[config.mk]
export PLATFORM = sky130hd
export DESIGN_NAME = vmon_rst_seq
export DESIGN_NICKNAME = d
export VERILOG_FILES = /design/src/rtl/vmon_pkg.sv /design/src/rtl/vmon_sync.sv /design/src/rtl/vmon_optreg.sv /design/src/rtl/vmon_fsm.sv /design/src/rtl/vmon_rst_seq.sv
export SDC_FILE = /design/constraint.sdc
export NUM_CORES = 1
export LEC_CHECK = 0
export BUFFER_PORTS_ARGS = -buffer_cell sky130_fd_sc_hd__buf_2
export CAP_MARGIN = 10
export CORE_ASPECT_RATIO = 0.75
export CORE_MARGIN = 8
export CORE_UTILIZATION = 33
export CTS_BUF_LIST = sky130_fd_sc_hd__clkbuf_8
export DETAILED_ROUTE_END_ITERATION = 12
export PLACE_DENSITY_LB_ADDON = 0.05
export REMOVE_ABC_BUFFERS = 1
export SLEW_MARGIN = 25
export SYNTH_ARGS = -nofsm -noshare
export SYNTH_HDL_FRONTEND = slang
export SYNTH_SLANG_ARGS = --single-unit
[constraint.sdc]
create_clock -name clk_lo -period 1.6 [get_ports clk_lo]
set_input_delay 0.08 -clock clk_lo [delete_from_list [all_inputs] [get_ports clk_lo]]
set_output_delay 0.08 -clock clk_lo [all_outputs]
set_load 0.01 [all_outputs]
[src/rtl/vmon_pkg.sv]
package vmon_pkg;
    typedef enum logic [1:0] {
        ST_HOLD   = 2'd0,
        ST_COUNT  = 2'd1,
        ST_RUN    = 2'd2,
        ST_BYPASS = 2'd3
    } vmon_state_e;

    localparam int OPT_LVL_LSB = 4;
    localparam int OPT_LVL_W   = 2;
    localparam int OPT_DIS_BIT = 6;
endpackage

[src/rtl/vmon_sync.sv]
module vmon_sync #(
    parameter int STAGES = 2
) (
    input  logic clk,
    input  logic arst_n,
    input  logic d,
    output logic q
);
    generate
        if (STAGES <= 1) begin : g_one
            logic r;
            always_ff @(posedge clk or negedge arst_n) begin
                if (!arst_n) r <= 1'b0;
                else         r <= d;
            end
            assign q = r;
        end else begin : g_chain
            logic [STAGES-1:0] chain;
            always_ff @(posedge clk or negedge arst_n) begin
                if (!arst_n) chain <= '0;
                else         chain <= {chain[STAGES-2:0], d};
            end
            assign q = chain[STAGES-1];
        end
    endgenerate
endmodule

[src/rtl/vmon_optreg.sv]
module vmon_optreg
    import vmon_pkg::*;
(
    input  logic                 clk,
    input  logic                 arst_n,
    input  logic                 load,
    input  logic [7:0]           opt_in,
    output logic                 loaded,
    output logic [OPT_LVL_W-1:0] lvl_sel,
    output logic                 mon_dis
);
    always_ff @(posedge clk or negedge arst_n) begin
        if (!arst_n) begin
            loaded  <= 1'b0;
            lvl_sel <= '0;
            mon_dis <= 1'b0;
        end else if (load && !loaded) begin
            loaded  <= 1'b1;
            lvl_sel <= opt_in[OPT_LVL_LSB +: OPT_LVL_W];
            mon_dis <= opt_in[OPT_DIS_BIT];
        end
    end
endmodule

[src/rtl/vmon_fsm.sv]
module vmon_fsm
    import vmon_pkg::*;
#(
    parameter int RELEASE_CNT = 32,
    localparam int CW = (RELEASE_CNT > 1) ? $clog2(RELEASE_CNT) : 1
) (
    input  logic        clk,
    input  logic        arst_n,
    input  logic        mon_en,
    input  logic        mon_byp,
    input  logic        det_s,
    output vmon_state_e state,
    output logic [CW-1:0] cnt,
    output logic        rst_out_n,
    output logic        clk_force
);
    localparam logic [CW-1:0] LAST = CW'(RELEASE_CNT - 1);

    vmon_state_e   nxt;
    logic [CW-1:0] cnt_nxt;

    always_comb begin
        nxt     = state;
        cnt_nxt = '0;
        unique case (state)
            ST_HOLD: begin
                if (mon_byp)              nxt = ST_BYPASS;
                else if (mon_en && det_s) nxt = ST_COUNT;
            end
            ST_COUNT: begin
                if (!det_s)            nxt = ST_HOLD;
                else if (cnt == LAST)  nxt = ST_RUN;
                else                   cnt_nxt = cnt + 1'b1;
            end
            ST_RUN: begin
                if (!det_s) nxt = ST_HOLD;
            end
            ST_BYPASS: begin
                nxt = ST_BYPASS;
            end
        endcase
    end

    always_ff @(posedge clk or negedge arst_n) begin
        if (!arst_n) begin
            state <= ST_HOLD;
            cnt   <= '0;
        end else begin
            state <= nxt;
            cnt   <= cnt_nxt;
        end
    end

    always_comb begin
        unique case (state)
            ST_RUN, ST_BYPASS: begin
                rst_out_n = 1'b1;
                clk_force = 1'b0;
            end
            default: begin
                rst_out_n = 1'b0;
                clk_force = 1'b1;
            end
        endcase
    end
endmodule

[src/rtl/vmon_rst_seq.sv]
module vmon_rst_seq
    import vmon_pkg::*;
#(
    parameter int SYNC_STAGES = 2,
    parameter int RELEASE_CNT = 32
) (
    input  logic       clk_lo,
    input  logic       por_n,
    input  logic       det_ok,
    input  logic       opt_load,
    input  logic [7:0] opt_byte,
    input  logic       cpu_wr_en,
    input  logic [7:0] cpu_wr_data,
    output logic       sys_rst_n,
    output logic [1:0] det_lvl_sel,
    output logic       cpu_clk_force
);
    localparam int CW = (RELEASE_CNT > 1) ? $clog2(RELEASE_CNT) : 1;

    logic          det_s;
    logic          opt_loaded;
    logic          mon_dis;
    logic          mon_en;
    logic          mon_byp;
    vmon_state_e   state;
    logic [CW-1:0] cnt;

    // Option bits are read-only to software: the bus write port reaches nothing.
    logic unused_cpu_bus;
    assign unused_cpu_bus = ^{cpu_wr_en, cpu_wr_data};

    vmon_sync #(.STAGES(SYNC_STAGES)) i_sync (
        .clk    (clk_lo),
        .arst_n (por_n),
        .d      (det_ok),
        .q      (det_s)
    );

    vmon_optreg i_opt (
        .clk     (clk_lo),
        .arst_n  (por_n),
        .load    (opt_load),
        .opt_in  (opt_byte),
        .loaded  (opt_loaded),
        .lvl_sel (det_lvl_sel),
        .mon_dis (mon_dis)
    );

    assign mon_en  = opt_loaded && !mon_dis;
    assign mon_byp = opt_loaded &&  mon_dis;

    vmon_fsm #(.RELEASE_CNT(RELEASE_CNT)) i_fsm (
        .clk       (clk_lo),
        .arst_n    (por_n),
        .mon_en    (mon_en),
        .mon_byp   (mon_byp),
        .det_s     (det_s),
        .state     (state),
        .cnt       (cnt),
        .rst_out_n (sys_rst_n),
        .clk_force (cpu_clk_force)
    );
endmodule

## Yosys cells after proc, flatten, opt, wreduce, memory -nomap -nowiden

Cells that the tools add are included.

| storage, ports and cells | value |
|---|---|
| bits of input ports | 21 |
| output and inout bits | 4 |
| register bits after elaboration | 13 |
| logic and storage cells | 34 |

| operators by class | value |
|---|---|
| reduce and logical (&&, ||, !) cells | 9 |
| multiplexer cells | 11 |
| eq/ne operators | 7 |
| $add $sub $neg | 1 |

Operator list:

| cell | count |
|---|---|
| $mux 5 | 3 |
| $mux 2 | 5 |
| $pmux 2 s4 | 1 |
| $add 5x1->5 const B | 1 |
| $eq 5x5->1 const B | 1 |
| $eq 2x2->1 const B | 2 |
| $logic_and 1x1->1 | 4 |
| $ne 3x1->1 const B | 1 |
| $ne 3x2->1 const B | 1 |
| $reduce_and 3->1 | 1 |
| $eq 2x1->1 const B | 1 |
| $logic_not 1->1 | 2 |
| $logic_not 2->1 | 1 |
| $mux 1 | 2 |
| $ne 2x2->1 const B | 1 |
| $reduce_or 2->1 | 1 |

## Longest topological paths before layout

Gate-level depths: netlist of the first run.

| logic depth | value |
|---|---|
| word-level depth | 6 |
| mapped depth | 6 |
| depth with buffers taken out | 6 |

## Cells and area by module

A second synthesis of the first run with hierarchy kept.

| unflattened totals | value |
|---|---|
| cells, all modules | 50 |
| area, all modules | 649.4 µm² |

By module, submodules not included:

| module | seq. area each (µm²) | times used | area an instance (µm²) | cells an instance |
|---|---|---|---|---|
| vmon_fsm | 175.2 | 1 | 417.9 | 37 |
| vmon_optreg | 100.1 | 1 | 165.2 | 9 |
| vmon_sync | 50.0 | 1 | 50.0 | 2 |
| vmon_rst_seq | 0.0 | 1 | 16.3 | 2 |

## Worst setup path before layout of the first run

No wires, ideal clock.

| path | value |
|---|---|
| path kind | reg-to-reg |
| start point | register i_fsm.cnt[0] |
| end point | register i_fsm.state[1] |
| period minus slack after synthesis | 1669 ps |
| setup time | 128 ps |
| buffers on the path | 0 |
| setup slack | -69 ps |
| data required time | 1472 ps |
| stages on the path, launching flop included | 7 |
| data arrival time | 1542 ps |
| cells stage by stage | dfrtp_1 ha_1 and3_1 ha_1 and3b_1 a221oi_2 mux2_1 |

| on the way | value |
|---|---|
| longest elaborated chain between the ends | 3 |

Ends and longest elaborated chain:

| item | line | text |
|---|---|---|
| start: declaration | vmon_fsm.sv:13 | `output logic [CW-1:0] cnt,` |
| start signal: assignment | vmon_fsm.sv:50 | `cnt <= cnt_nxt;` |
| $eq 5x5->1 | vmon_fsm.sv:32 | `else if (cnt == LAST) nxt = ST_RUN;` |
| $ne 3x2->1 (no source line) | - |  |
| $reduce_and 3->1 (no source line) | - |  |
| end signal: assignment | vmon_fsm.sv:49 | `state <= nxt;` |
| end: declaration | vmon_fsm.sv:12 | `output vmon_state_e state,` |

No other way between the ends.
A chain may end at the register's enable or synchronous reset.

## Final worst setup path of the first run

| path | value |
|---|---|
| start point | register i_fsm.cnt[1] |
| end point | register i_fsm.state[1] |

Same word-level chain as after synthesis.

==> results.json, run 1 <==
{
  "hold_viol_final": 0,
  "synthTopCellsByArea": "dfrtp_1, ha_1, mux2_2",
  "status": "finished, violations left",
  "fillerInstances": 173,
  "clockPowerShare_pct": 24.5,
  "io_pins": 25,
  "antenna_cells": 0,
  "routed.top_layer": "met4",
  "overflow": 0,
  "routed_wl_mm": 1.099,
  "die-area_um2": 3465,
  "synth_cell_types": 21,
  "rows": 13,
  "syn-cell-area_um2": 603.1,
  "design.core.area_um2": 1724,
  "start_kind": "flip-flop",
  "timing.rr.end": "i_fsm.state[1]$_DFFE_PN0P_",
  "die_y_um": 53.02,
  "synth_edf_count": 0,
  "p_seq_share_pct": 35.5,
  "cts-htree-levels": 1,
  "worstSkewPairLatency_ns": 0.24,
  "clk_pin_slew_ns": 0.06,
  "synth_area_leader_cell": "dfrtp_1",
  "rsz0062_at_grt": "yes",
  "pwr-share-comb_pct": 39.9,
  "p_switching_uw": 368.7,
  "tightest_slew_ns": 0.2881,
  "async_flop_share_pct": 100.0,
  "synth.most_common_cell": "dfrtp_1",
  "finalNetCount": 100,
  "numCtsBuffers": 3,
  "slew_violations": 0,
  "place_ws_ns": -0.1278,
  "area_growth_pct": 40.25,
  "reg2reg_depth": 6,
  "cts_root_buffer": "clkbuf_8",
  "grt_pass1_wl_mm": 2.021,
  "hold_start": "opt_load",
  "wl_met1_um": 560,
  "drc_errors": 0,
  "routed-wl-met3_um": 76,
  "cts_tree": "built",
  "synthCells": 47,
  "fmax_mhz": 576.0,
  "r2r_slack_ns": -0.14,
  "vias_per_cell": 4.473,
  "netlist.area_leader.share_pct": 53.94,
  "gp_congestion": 0.7174,
  "finalCritPeriodShare_pct": 108.5,
  "crit_arrival_ns": 1.86,
  "worstHoldPathCells": 2,
  "cp_data_required_time_ns": 1.72,
  "internal-power_uw": 809.2,
  "synth.avg_cell_area_um2": 12.83,
  "numClockSinks": 13,
  "synth-seq-cells": 13,
  "initial_core_util_pct": 34.98,
  "skew_ns": 0.001255,
  "vias": 416,
  "fin_crit_ns": 1.736,
  "ir_drop_v": 0.0007875,
  "portBuffers": 10,
  "final_util_pct": 49.06,
  "cp_slowest_cell": "dfrtp_1",
  "tns_ns": -0.2440,
  "die_w_um": 65.36,
  "grt_antenna_before_repair": 0,
  "leakage_nw": 0.4185,
  "min_to": "i_opt.loaded$_DFFE_PN0P_",
  "setup_slack_ns": -0.1362,
  "power.total_mw": 1.178,
  "wl_met2_um": 438,
  "violations": "negative setup slack",
  "yosysSeqAreaShare_pct": 53.94,
  "regArea_um2": 325.3,
  "dpl.hpwl_um": 850.9,
  "grt_pass1_vias": 454,
  "grt.total_usage_pct": 8.052,
  "cp_max_fo": 2,
  "drtPass1Iterations": 1,
  "synth_top_flop_cell": "dfrtp_1",
  "finalSetupViolCount": 2,
  "worst_path_largest_cell_delay_ns": 0.35,
  "multi_input_area_um2": 305.3,
  "ys_top_cells_by_count": "dfrtp_1, ha_1, inv_1, mux2_2, nor2_1",
  "cp-end-kind": "flip-flop",
  "drtAntennaViolNets": 0,
  "power-per-cell-area_nw_per_um2": 1393,
  "yosysWarnings": 0,
  "drt_iter0_markers": 0,
  "critical_path_class": "reg -> reg",
  "grt_max_degree": 14,
  "drive_gt1_share_pct": 46.48,
  "maxCapViolCount": 0,
  "switching_share_pct": 31.30,
  "clock_path_buffers": 2,
  "slew_headroom_pct": 80.79,
  "min_path_type": "in -> reg",
  "wire_per_inst_um": 11.82,
  "worstPathCellList": "ha_2, and3_4, ha_4, and3b_2, a221oi_4, mux2_4",
  "timing.rr.start": "i_fsm.cnt[1]$_DFF_PN0_"
}
final cells by class:
class / count / share of cell area, %
multi-input combinational: 31 / 36.09
clock buffer: 3 / 4.882
clock inverter: 1 / 0.5917
tap: 22 / 3.254
inverter: 3 / 1.331
timing repair buffer: 20 / 15.38
sequential: 13 / 38.46
power by group through the flow:
stage                     Sequential [mW]  Combinational (mW)  Clock (mW)
final                               0.419               0.470       0.289
after global routing                0.429               0.523       0.321
after CTS                           0.418               0.433       0.301
after detailed placement            0.423               0.405           0
after global placement              0.420               0.408           0
after floorplan                     0.417               0.225           0
worst max path at each step:
| stage | startpoint | end |
|---|---|---|
| after floorplan | i_fsm.cnt[0]$_DFF_PN0_ | i_fsm.state[1]$_DFFE_PN0P_ |
| after global placement | i_fsm.cnt[0]$_DFF_PN0_ | i_fsm.state[1]$_DFFE_PN0P_ |
| after detailed placement | i_fsm.cnt[1]$_DFF_PN0_ | i_fsm.state[1]$_DFFE_PN0P_ |
| after CTS | i_fsm.cnt[1]$_DFF_PN0_ | i_fsm.state[1]$_DFFE_PN0P_ |
| after global routing | i_fsm.cnt[0]$_DFF_PN0_ | i_fsm.state[0]$_DFFE_PN0P_ |
| final | i_fsm.cnt[1]$_DFF_PN0_ | i_fsm.state[1]$_DFFE_PN0P_ |
per-layer routing:
layer / global-route usage (%) / up-vias
li1: - / 207
met1: 9.890 / 191
met2: 10.28 / 13
met3: 4.632 / 5
met4: 5.415 / 0
met5: 0 / -
timing repair:
item | 4_1_cts | 5_1_grt
hold endpoints to repair | 14 | 0
setup endpoints to repair | 2 | 2
buffers inserted | 0 | 1
pin swaps | 0 | 1
hold buffers | 2 | 0
resized for setup | 1 | 7
cloned | 0 | 0
cells in the final DEF, fill, tap and decap left out, types with 2 or more instances in the layout:
cell	n
buf_2	10
buf_4	8
clkbuf_8	3
dfrtp_1	13
dlygate4sd3_1	2
ha_1	5
inv_1	3
mux2_2	3
nand3_1	2
nor2_1	3
or2_1	2
flip-flops by register name, summed over array words and instances, names as in the netlist:
signal and count:
i_opt.loaded 1, i_fsm.state 2, i_fsm.cnt 5, i_sync.g_chain.chain 2, i_opt.mon_dis 1, i_opt.lvl_sel 2
cell families (layout without fill, tap and decap cells):
group           after synthesis  count (layout)  share of synthesized area, %
mux                           5               5                         9.128
flops                        13              13                         53.94
fa+ha+maj                     7               7                         14.52
xor+xnor                      2               2                         2.905
buf+inv                       3              27                         1.867
simple gates                 13              13                         12.66
compound gates                4               4                         4.976
worst max-delay path: cells and delay by family, from the launching register on:
kind                     cells  cell delay [ns]
AND/OR/NAND/NOR              2             0.42
flip-flops                   1             0.35
multiplexers                 1             0.33
adder cells (fa/ha/maj)      2             0.30
AO/OA/AOI/OAI                1             0.22
through the flow:
stage,instances,cell area [um2],hold WS (ns)
floorplan,47,603.1,-0.2156
global placement,86,733.2,-0.01448
detailed placement,86,733.2,-0.01038
CTS,92,803.3,0.02864
global route,93,845.8,0.03158
finish,93,845.8,0.03362
Power figures use the tool's default switching activity.
==> run 2: changes to the inputs <==
- CELL_PAD_IN_SITES_DETAIL_PLACEMENT: default -> 1
- CELL_PAD_IN_SITES_GLOBAL_PLACEMENT: default -> 2
- CORE_UTILIZATION: 33 -> 27
- SLEW_MARGIN: 25 -> default
==> results.json, run 2 (same netlist as run 1, synthesis figures left out) <==
{
  "skew_ns": 0.002140,
  "rsz0062_at_grt": "yes",
  "min_path_type": "in -> reg",
  "portBuffers": 10,
  "numClockSinks": 13,
  "cts_root_buffer": "clkbuf_8",
  "start_kind": "flip-flop",
  "drtAntennaViolNets": 0,
  "vias": 438,
  "die_y_um": 56.93,
  "drive_gt1_share_pct": 42.86,
  "leakage_nw": 0.4140,
  "slew_violations": 0,
  "maxCapViolCount": 0,
  "final_common_cell": "dfrtp_1",
  "power-per-cell-area_nw_per_um2": 1387,
  "place_ws_ns": -0.1700,
  "cp_max_fo": 2,
  "finalSetupViolCount": 2,
  "gp_congestion": 0.6745,
  "worstSkewPairLatency_ns": 0.24,
  "ir_drop_v": 0.0004409,
  "grt_pass1_vias": 551,
  "top_register": "i_fsm.cnt",
  "grt_pass1_wl_mm": 2.373,
  "critical_path_class": "reg -> reg",
  "clock_path_buffers": 2,
  "setup_slack_ns": -0.1208,
  "clk_pin_slew_ns": 0.05,
  "grt_max_degree": 14,
  "cts_tree": "built",
  "finalNetCount": 99,
  "grt_antenna_before_repair": 0,
  "initial_core_util_pct": 29.18,
  "drtPass1Iterations": 2,
  "fin_crit_ns": 1.721,
  "final_util_pct": 40.50,
  "hold_viol_final": 0,
  "status": "finished, violations left",
  "crit_arrival_ns": 1.84,
  "die-area_um2": 4018,
  "cts-htree-levels": 1,
  "cp-end-kind": "flip-flop",
  "cp_data_required_time_ns": 1.72,
  "tightest_slew_ns": 0.2960,
  "area_growth_pct": 38.80,
  "layout_common_cells": "dfrtp_1, buf_2, buf_4",
  "r2r_slack_ns": -0.12,
  "drc_errors": 0,
  "rows": 14,
  "vias_per_cell": 4.660,
  "routed_wl_mm": 1.339,
  "power.total_mw": 1.161,
  "drt_iter0_markers": 5,
  "violations": "negative setup slack",
  "antenna_cells": 0,
  "dpl.hpwl_um": 997.8,
  "fmax_mhz": 581.1,
  "io_pins": 25,
  "wire_per_inst_um": 14.24,
  "numCtsBuffers": 3,
  "die_w_um": 70.57,
  "grt.total_usage_pct": 7.569,
  "finalCritPeriodShare_pct": 107.5,
  "design.core.area_um2": 2067,
  "slew_headroom_pct": 80.27,
  "overflow": 0,
  "largest_reg_flops": 5
}
-- run 2: what timing repair did --
action | in CTS | in global routing
pin swaps | 2 | 1
buffers inserted | 1 | 1
gates resized for setup | 4 | 3
gates cloned | 0 | 0
endpoints found under the hold margin | 14 | 0
setup endpoints to repair | 2 | 2
hold buffers | 2 | 0
-- run 2: final timing paths --
| kind | start | end | depth (start not counted) |
|---|---|---|---|
| max in group asynchronous | por_n | i_fsm.cnt[2]$_DFF_PN0_ | 2 |
| min | opt_load | i_opt.loaded$_DFFE_PN0P_ | 2 |
| max reg2reg | i_fsm.cnt[0]$_DFF_PN0_ | i_fsm.state[1]$_DFFE_PN0P_ | 6 |
| max | i_fsm.cnt[0]$_DFF_PN0_ | i_fsm.state[1]$_DFFE_PN0P_ | 6 |
| min in group asynchronous | por_n | i_opt.lvl_sel[0]$_DFFE_PN0P_ | 2 |
| min reg2reg | i_sync.g_chain.chain[0]$_DFF_PN0_ | i_sync.g_chain.chain[1]$_DFF_PN0_ | 0 |
-- run 2: stage by stage --
step / instance area (um2) / cells / setup TNS [ns] / hold WS (ns)
final: 837.1 / 94 / -0.2114 / 0.03427
after global routing: 837.1 / 94 / -0.3960 / 0.03448
after floorplan: 603.1 / 47 / -0.06916 / -0.2156
after CTS: 813.3 / 93 / -0.2024 / 0.03005
after global placement: 720.7 / 86 / -0.09163 / -0.02796
after detailed placement: 720.7 / 86 / -0.1768 / -0.01283
-- run 2: worst max-delay path, cell delays in order, from the launching register on --
cell and delay (ns):
dfrtp_1 0.36, ha_2 0.19, and3_4 0.19, ha_4 0.12, and3b_2 0.22, a221oi_4 0.22
mux2_4 0.32
-- run 2: cell type report --
type	count	area, um2
repair buffers	19	122.6
multi-input cells	31	302.8
clock buffers	3	41.29
well taps	24	30.03
flip-flops and latches	13	325.3
clock inverters	1	3.754
fillers	231	1230
inverters	3	11.26
-- run 2: where the power goes --
group | internal [mW] | switching, mW
registers | 0.379 | 0.0373
logic | 0.244 | 0.223
clock network | 0.169 | 0.109
total | 0.792 | 0.369
-- run 2: layer usage --
layer	vias to the layer above	wire length, um	track usage [%]
met2	14	653	13.19
met1	216	592	7.530
met3	4	70	2.613
li1	204	-	-
met4	0	23	5.310
met5	-	0	0
